[config.mk]
export PLATFORM = sky130hd
export DESIGN_NAME = fpsw_reg
export DESIGN_NICKNAME = d
export VERILOG_FILES = /design/src/rtl/fpsw_pkg.sv /design/src/rtl/fpsw_flags.sv /design/src/rtl/fpsw_cc.sv /design/src/rtl/fpsw_summary.sv /design/src/rtl/fpsw_reg.sv
export SDC_FILE = /design/constraint.sdc
export NUM_CORES = 1
export LEC_CHECK = 0
export CAP_MARGIN = 20
export CORE_MARGIN = 1
export CORE_UTILIZATION = 35
export CTS_BUF_LIST = sky130_fd_sc_hd__clkbuf_8
export DETAILED_ROUTE_END_ITERATION = 8
export PLACE_DENSITY = 0.79
export SLEW_MARGIN = 0
export SYNTH_ARGS = -nofsm -noshare
export SYNTH_HDL_FRONTEND = slang
export SYNTH_SLANG_ARGS = --single-unit
[constraint.sdc]
create_clock -name clk -period 1.65 [get_ports clk]
set_input_delay 0.2475 -clock clk [delete_from_list [all_inputs] [get_ports clk]]
set_output_delay 0.2475 -clock clk [all_outputs]
set_load 0.05 [all_outputs]
[src/rtl/fpsw_pkg.sv]
package fpsw_pkg;
    localparam int NUM_EXC  = 6;
    localparam int TOP_W    = 3;
    localparam int WORD_W   = 16;
    localparam int INFO_W   = 4;
    localparam int SF_BIT   = NUM_EXC;
    localparam int ES_BIT   = NUM_EXC + 1;
    localparam int C0_BIT   = ES_BIT + 1;
    localparam int C1_BIT   = C0_BIT + 1;
    localparam int C2_BIT   = C1_BIT + 1;
    localparam int TOP_LSB  = C2_BIT + 1;
    localparam int C3_BIT   = TOP_LSB + TOP_W;
    localparam int B_BIT    = C3_BIT + 1;

    typedef enum logic [2:0] {
        CMD_IDLE  = 3'd0,
        CMD_CLEAR = 3'd1,
        CMD_INIT  = 3'd2,
        CMD_SAVE  = 3'd3,
        CMD_LOAD  = 3'd4
    } cmd_e;

    typedef enum logic [2:0] {
        CC_NONE  = 3'd0,
        CC_STACK = 3'd1,
        CC_ROUND = 3'd2,
        CC_PREM  = 3'd3,
        CC_TRIG  = 3'd4,
        CC_CLASS = 3'd5
    } cc_kind_e;

    typedef struct packed {
        logic c3;
        logic c2;
        logic c1;
        logic c0;
    } cc_t;
endpackage

[src/rtl/fpsw_flags.sv]
module fpsw_flags
    import fpsw_pkg::*;
(
    input  logic               clk,
    input  logic               rst_n,
    input  cmd_e               cmd,
    input  logic [NUM_EXC-1:0] exc_in,
    input  logic               sf_in,
    input  logic [NUM_EXC-1:0] ld_exc,
    input  logic               ld_sf,
    output logic [NUM_EXC-1:0] exc_q,
    output logic               sf_q
);
    logic [NUM_EXC-1:0] exc_base;
    logic               sf_base;

    // Command first, then the reports of the same cycle are ORed in.
    always_comb begin
        unique case (cmd)
            CMD_CLEAR, CMD_INIT, CMD_SAVE: begin
                exc_base = '0;
                sf_base  = 1'b0;
            end
            CMD_LOAD: begin
                exc_base = ld_exc;
                sf_base  = ld_sf;
            end
            default: begin
                exc_base = exc_q;
                sf_base  = sf_q;
            end
        endcase
    end

    always_ff @(posedge clk or negedge rst_n) begin
        if (!rst_n) begin
            exc_q <= '0;
            sf_q  <= 1'b0;
        end else begin
            exc_q <= exc_base | exc_in;
            sf_q  <= sf_base | sf_in;
        end
    end
endmodule

[src/rtl/fpsw_cc.sv]
module fpsw_cc
    import fpsw_pkg::*;
(
    input  logic              clk,
    input  logic              rst_n,
    input  cmd_e              cmd,
    input  cc_kind_e          kind,
    input  logic [INFO_W-1:0] info,
    input  cc_t               ld_cc,
    input  logic [TOP_W-1:0]  ld_top,
    input  logic              top_we,
    input  logic [TOP_W-1:0]  top_in,
    output cc_t               cc_q,
    output logic [TOP_W-1:0]  top_q
);
    cc_t              cc_base;
    cc_t              cc_next;
    logic [TOP_W-1:0] top_base;
    logic [TOP_W-1:0] top_next;

    always_comb begin
        unique case (cmd)
            CMD_INIT, CMD_SAVE: begin
                cc_base  = '0;
                top_base = '0;
            end
            CMD_LOAD: begin
                cc_base  = ld_cc;
                top_base = ld_top;
            end
            default: begin
                cc_base  = cc_q;
                top_base = top_q;
            end
        endcase
    end

    // Meaning of the payload depends on the reporting instruction kind.
    always_comb begin
        cc_next = cc_base;
        unique case (kind)
            CC_STACK, CC_ROUND, CC_CLASS: cc_next.c1 = info[0];
            CC_PREM: begin
                if (info[3]) begin
                    cc_next.c2 = 1'b1;
                end else begin
                    cc_next.c2 = 1'b0;
                    cc_next.c0 = info[2];
                    cc_next.c3 = info[1];
                    cc_next.c1 = info[0];
                end
            end
            CC_TRIG: cc_next.c2 = info[0];
            default: cc_next = cc_base;
        endcase
        top_next = top_we ? top_in : top_base;
    end

    always_ff @(posedge clk or negedge rst_n) begin
        if (!rst_n) begin
            cc_q  <= '0;
            top_q <= '0;
        end else begin
            cc_q  <= cc_next;
            top_q <= top_next;
        end
    end
endmodule

[src/rtl/fpsw_summary.sv]
module fpsw_summary
    import fpsw_pkg::*;
(
    input  logic [NUM_EXC-1:0] exc_q,
    input  logic [NUM_EXC-1:0] mask,
    output logic               es
);
    logic [NUM_EXC-1:0] live;

    for (genvar i = 0; i < NUM_EXC; i++) begin : g_live
        assign live[i] = exc_q[i] & ~mask[i];
    end

    assign es = |live;
endmodule

[src/rtl/fpsw_reg.sv]
module fpsw_reg
    import fpsw_pkg::*;
(
    input  logic                clk,
    input  logic                rst_n,
    input  logic [NUM_EXC-1:0]  exc_flags,
    input  logic                exc_sf,
    input  logic [2:0]          cc_kind,
    input  logic [INFO_W-1:0]   cc_info,
    input  logic                top_we,
    input  logic [TOP_W-1:0]    top_in,
    input  logic [2:0]          cmd,
    input  logic [WORD_W-1:0]   load_word,
    input  logic [NUM_EXC-1:0]  exc_mask,
    output logic [WORD_W-1:0]   status_word,
    output logic                err_req
);
    cmd_e               cmd_d;
    cc_kind_e           kind_d;
    logic [NUM_EXC-1:0] exc_q;
    logic               sf_q;
    cc_t                cc_q;
    cc_t                ld_cc;
    logic [TOP_W-1:0]   top_q;
    logic               es;

    assign cmd_d  = cmd_e'(cmd);
    assign kind_d = cc_kind_e'(cc_kind);
    assign ld_cc  = '{c3: load_word[C3_BIT], c2: load_word[C2_BIT],
                      c1: load_word[C1_BIT], c0: load_word[C0_BIT]};

    fpsw_flags u_flags (
        .clk    (clk),
        .rst_n  (rst_n),
        .cmd    (cmd_d),
        .exc_in (exc_flags),
        .sf_in  (exc_sf),
        .ld_exc (load_word[NUM_EXC-1:0]),
        .ld_sf  (load_word[SF_BIT]),
        .exc_q  (exc_q),
        .sf_q   (sf_q)
    );

    fpsw_cc u_cc (
        .clk    (clk),
        .rst_n  (rst_n),
        .cmd    (cmd_d),
        .kind   (kind_d),
        .info   (cc_info),
        .ld_cc  (ld_cc),
        .ld_top (load_word[TOP_LSB +: TOP_W]),
        .top_we (top_we),
        .top_in (top_in),
        .cc_q   (cc_q),
        .top_q  (top_q)
    );

    fpsw_summary u_sum (
        .exc_q (exc_q),
        .mask  (exc_mask),
        .es    (es)
    );

    always_comb begin
        status_word                      = '0;
        status_word[NUM_EXC-1:0]         = exc_q;
        status_word[SF_BIT]              = sf_q;
        status_word[ES_BIT]              = es;
        status_word[C0_BIT]              = cc_q.c0;
        status_word[C1_BIT]              = cc_q.c1;
        status_word[C2_BIT]              = cc_q.c2;
        status_word[TOP_LSB +: TOP_W]    = top_q;
        status_word[C3_BIT]              = cc_q.c3;
        status_word[B_BIT]               = es;
        err_req                          = es;
    end
endmodule

# After elaboration in Yosys (flattened, before gate mapping)
# Index checks and enable logic that the tools add are counted.
word_totals:
  register_bits: 14
  word_cells: 48
op_classes:
  n_eq_ne: 9
  mux: 12
  n_bitwise: 14
  reduce_logical: 6
op_table:
  columns: ["operator", "count"]
  rows:
  - ["equality test 3 x 2 -> 1 bit (second input constant)", 4]
  - ["one-hot mux 6 bit (2 select lines)", 1]
  - ["equality test 3 bit (second input constant)", 3]
  - ["one-hot mux 4 bit (2 select lines)", 1]
  - ["AND 1 bit", 6]
  - ["equality test 3 x 1 -> 1 bit (second input constant)", 2]
  - ["NOT 1 bit", 6]
  - ["bitwise OR 6 bit", 1]
  - ["one-hot mux 1 bit (2 select lines)", 3]
  - ["one-hot mux 3 bit (2 select lines)", 1]
  - ["OR reduction 3 bit", 2]
  - ["OR reduction 6 bit", 1]
  - ["2-to-1 mux 1 bit", 4]
  - ["nonzero test 4 bit", 1]
  - ["2-to-1 mux 3 bit", 1]
  - ["nonzero test 3 bit", 1]
  - ["2-to-1 mux 2 bit", 1]
  - ["OR reduction 2 bit", 1]
  - ["bitwise OR 1 bit", 1]

# Longest topological paths before layout
depth:
  ltp_word: 5
  ltp_mapped: 4

# Cells and area by module
# A second synthesis with hierarchy kept.
unflattened:
  hier_cells: 103
  hier_area_um2: 980.9
by_module_without_submodules:
  columns: ["module", "instances", "cells_each", "area_per_inst_um2", "seq_area_each_um2"]
  rows:
  - ["fpsw_flags", 1, 41, 460.4, 175.2]
  - ["fpsw_cc", 1, 49, 450.4, 175.2]
  - ["fpsw_summary", 1, 10, 47.5, 0.0]
  - ["fpsw_reg", 1, 3, 22.5, 0.0]

# Worst setup path before layout
# OpenSTA, ideal clock, no wires.
synth_timing:
  path_kind: "reg2out"
  start: "register u_flags.exc_q[2]"
  end: "output status_word[15]"
  t_arrival_ps: 1643
  slack_ps: -240
  stages_incl_launch_ff: 5
  path_buffers: 1
  path_cell_list: "dfrtp_1 inv_1 o22ai_1 or3_1 buf_4"
synth_between:
  elab_chain_len: 2
synth_lines:
  columns: ["item", "line_no", "text"]
  rows:
  - ["start, declared", "fpsw_flags.sv:11", "output logic [NUM_EXC-1:0] exc_q,"]
  - ["start signal, assigned", "fpsw_flags.sv:40", "exc_q <= exc_base | exc_in;"]
  - ["AND 1 bit", "fpsw_summary.sv:11", "assign live[i] = exc_q[i] & ~mask[i];"]
  - ["OR reduction 6 bit", "fpsw_summary.sv:14", "assign es = |live;"]
  - ["end, declared", "fpsw_reg.sv:15", "output logic [WORD_W-1:0] status_word,"]
# No other way between the ends.

# Worst setup path in the final report
layout_timing:
  start: "input exc_mask[3]"
  end: "output status_word[7]"
layout_between:
  elab_chain_len: 3
layout_lines:
  columns: ["item", "line_no", "text"]
  rows:
  - ["start, declared", "fpsw_reg.sv:14", "input logic [NUM_EXC-1:0] exc_mask,"]
  - ["NOT 1 bit", "fpsw_summary.sv:11", null]
  - ["AND 1 bit", "fpsw_summary.sv:11", null]
  - ["OR reduction 6 bit", "fpsw_summary.sv:14", null]
# No other way between the ends.

==> results_dict.tcl <==
set metrics [dict create \
    synth.top_cells.by_area "dfrtp_1 40%, mux2i_1 8.1%, a31oi_1 7.2%" \
    clkSinkCount 14 \
    die_y_um 51.78 \
    critPathKind "input port to output pin" \
    setup_viol 0 \
    p_per_area_mw_per_mm2 766.1 \
    synth_top_area_share_pct 40.40 \
    overflow 0 \
    vias 950 \
    syn_area_um2 867.1 \
    ys.warnings.count 0 \
    report.final.slew_viol_count 0 \
    drt_wl_total_mm 2.357 \
    fin_hold_ws_ns 0.3899 \
    area_growth_pct 79.80 \
    h-tree-depth 1 \
    antenna_cells 0 \
    period_needed_ns 1.649 \
    r2r_end "u_cc.cc_q[1]" \
    cts_buffers 3 \
    drtAntennaViolNets 0 \
    grt.total_usage_pct 19.28 \
    synthCells 92 \
    num_rows 17 \
    hpwl_mm 1.926 \
    grt_pass1_vias 954 \
    antenna_found_initial 0 \
    floorplan.initialDensity_pct 38.10 \
    clk_pin_slew_ns 0.06 \
    syn-num-nets 137 \
    hold_buffers 0 \
    vias_per_cell 5.191 \
    fin_crit_sh_pct 99.96 \
    io_pins 62 \
    synth_cell_types 31 \
    ff2ff_setup_slack_ns 0.59 \
    finClkSkew_ns 0 \
    irDropWorstVdd_uv 477.5 \
    cp_max_fo 3 \
    startpoint_type "input port" \
    design_area_mm2 0.001559 \
    clk_path_buf_depth 2 \
    rsz0062_at_grt "yes" \
    yosysTopAreaCell "dfrtp_1" \
    die-area_mm2 0.002681 \
    cp-end-kind "output pin" \
    fmax_ghz 0.6063 \
    maxCapViolations 0 \
    drt_first_pass_iters 4 \
    clock_latency_ns 0.24 \
    coreArea_mm2 0.002276 \
    critical_path_required_ns 1.40 \
    hold_violations 0 \
    root_buffer "clkbuf_8" \
    grt_max_degree 15 \
    synth_seq_cells 14 \
    drtIter0Drc 6 \
    tightest_slew_ns 0.6066 \
    outcome "completed" \
    arrival_ns 1.40 \
    rr_worst_depth 3 \
    cts_tree "built" \
    gp_congestion 0.7298 \
    port_buffers 59 \
    drive_gt1_share_pct 25.81 \
    die_width_um 51.78 \
    worst_hold_path_type "input port to asynchronous set/reset pin" \
    wl_per_cell_um 12.88 \
    relSlewSlack_pct 59.43 \
    grt_pass1_wl_mm 3.822 \
    ys_seq_area_share_pct 40.40 \
    p_leak_nw 0.6662 \
    rr_startpoint "u_cc.cc_q[1]" \
    synth.avg_cell_area_um2 9.425 \
    route.detailed.drc 0 \
    nNetsFinal 201 \
    placed_area_mm2 0.001468 \
]
-- sequential cells by signal (all words and copies together) (netlist names) --
signal,flops
u_flags.sf_q,1
u_cc.top_q,3
u_cc.cc_q,4
u_flags.exc_q,6
-- cell usage in the layout (no fill, tap or decap) --
| master | n |
|---|---|
| a21o_1 | 1 |
| a21oi_1 | 7 |
| a2bb2oi_2 | 1 |
| a31oi_1 | 10 |
| and4b_1 | 1 |
| buf_12 | 1 |
| buf_4 | 19 |
| buf_8 | 3 |
| clkbuf_8 | 4 |
| clkdlybuf4s50_1 | 42 |
| dfrtp_1 | 10 |
| dfrtp_2 | 4 |
| inv_1 | 7 |
| inv_2 | 1 |
| mux2_2 | 1 |
| mux2i_1 | 7 |
| nand2_1 | 2 |
| nand2b_1 | 1 |
| nand3_1 | 5 |
| nand3b_1 | 1 |
| nand4_1 | 1 |
| nand4bb_1 | 2 |
| nor2_1 | 3 |
| nor2_2 | 1 |
| nor2b_1 | 3 |
| nor3b_2 | 1 |
| o2111ai_2 | 1 |
| o211ai_1 | 1 |
| o21ai_0 | 7 |
| o22ai_1 | 2 |
| o22ai_2 | 1 |
| o311ai_0 | 1 |
| or3_4 | 1 |
| or3b_1 | 1 |
| or3b_2 | 1 |
-- repair_timing --
item / CTS / global route
endpoints found under the hold margin: 0 / 0
setup buffers: 0 / 1
pin swaps: 0 / 2
resized for setup: 0 / 8
endpoints found under the setup margin: 3 / 3
-- routing by layer --
metal / share of wire, % / vias up / global-route usage, %
met5: 0 / - / 0
met4: 0.72 / 0 / 8.108
met3: 6.3 / 2 / 2.339
met2: 52 / 41 / 38.31
met1: 41 / 437 / 19.82
li1: - / 470 / -
-- synthesized netlist by cell type, drive strengths merged --
| master | count |
|---|---|
| o21ai | 7 |
| buf | 5 |
| nand3b | 1 |
| nand2 | 2 |
| nand3 | 5 |
| nand4bb | 2 |
| o211ai | 1 |
| nor2 | 4 |
| nand2b | 1 |
| or3 | 1 |
| nor2b | 3 |
| inv | 8 |
| clkbuf | 1 |
| nand4 | 1 |
| o22ai | 3 |
| nor3b | 1 |
| a31oi | 10 |
| mux2i | 7 |
| mux2 | 1 |
| o2111ai | 1 |
| dfrtp | 14 |
| a21oi | 7 |
| a21o | 1 |
| and4b | 1 |
| a2bb2oi | 1 |
| o311ai | 1 |
| or3b | 2 |
-- where the power goes --
part           switching, mW  internal, mW  leakage (nW)
Clock                  0.115         0.211        0.0288
Combinational          0.246         0.214         0.481
Sequential            0.0293         0.380         0.156
-- worst max-delay path: stages --
cell,delay (ns)
clkdlybuf4s50_1,0.47
o22ai_2,0.08
or3_4,0.43
buf_8,0.17
-- stage by stage --
stage / cells / setup slack [ns] / total power, mW / util (%) / setup TNS [ns]
final: 183 / 0.0006748 / 1.194 / 68.50 / 0
after global routing: 183 / -0.03028 / 1.252 / 68.50 / -0.08755
after CTS: 182 / -0.002306 / 1.196 / 66.90 / -0.003326
after detailed placement: 178 / -0.002323 / 0.8632 / 64.49 / -0.002323
after global placement: 178 / 0.04674 / 0.8535 / 64.49 / 0
after floorplan: 92 / 0.005059 / 0.6560 / - / 0
-- logic make-up after synthesis --
family / after synthesis / share of synthesized area [%]
compound gates: 32 / 23.66
buf+inv: 14 / 8.368
mux: 8 / 9.380
flops: 14 / 40.40
simple gates: 24 / 18.18
-- worst max-delay path by stage --
stage | startpoint | endpoint | slack, ns | cells after the start
finish | exc_mask[3] | status_word[7] | 0.0007 | 4
global route | u_flags.exc_q[3] | status_word[7] | -0.03 | 4
CTS | u_flags.exc_q[2] | status_word[7] | -0.002 | 4
detailed placement | cmd[2] | u_cc.cc_q[2] | -0.002 | 4
global placement | exc_mask[5] | status_word[15] | 0.05 | 4
floorplan | u_flags.exc_q[0] | status_word[15] | 0.005 | 4
-- layout make-up --
cell class / count / area [um2]
multi-input cells: 64 / 455.4
flip-flops and latches: 14 / 355.3
repair buffers: 65 / 628.1
inverters: 8 / 30.03
fillers: 180 / 716.9
well taps: 28 / 35.03
clock buffers: 4 / 55.05
No activity file was read; power rests on OpenSTA's default activity.
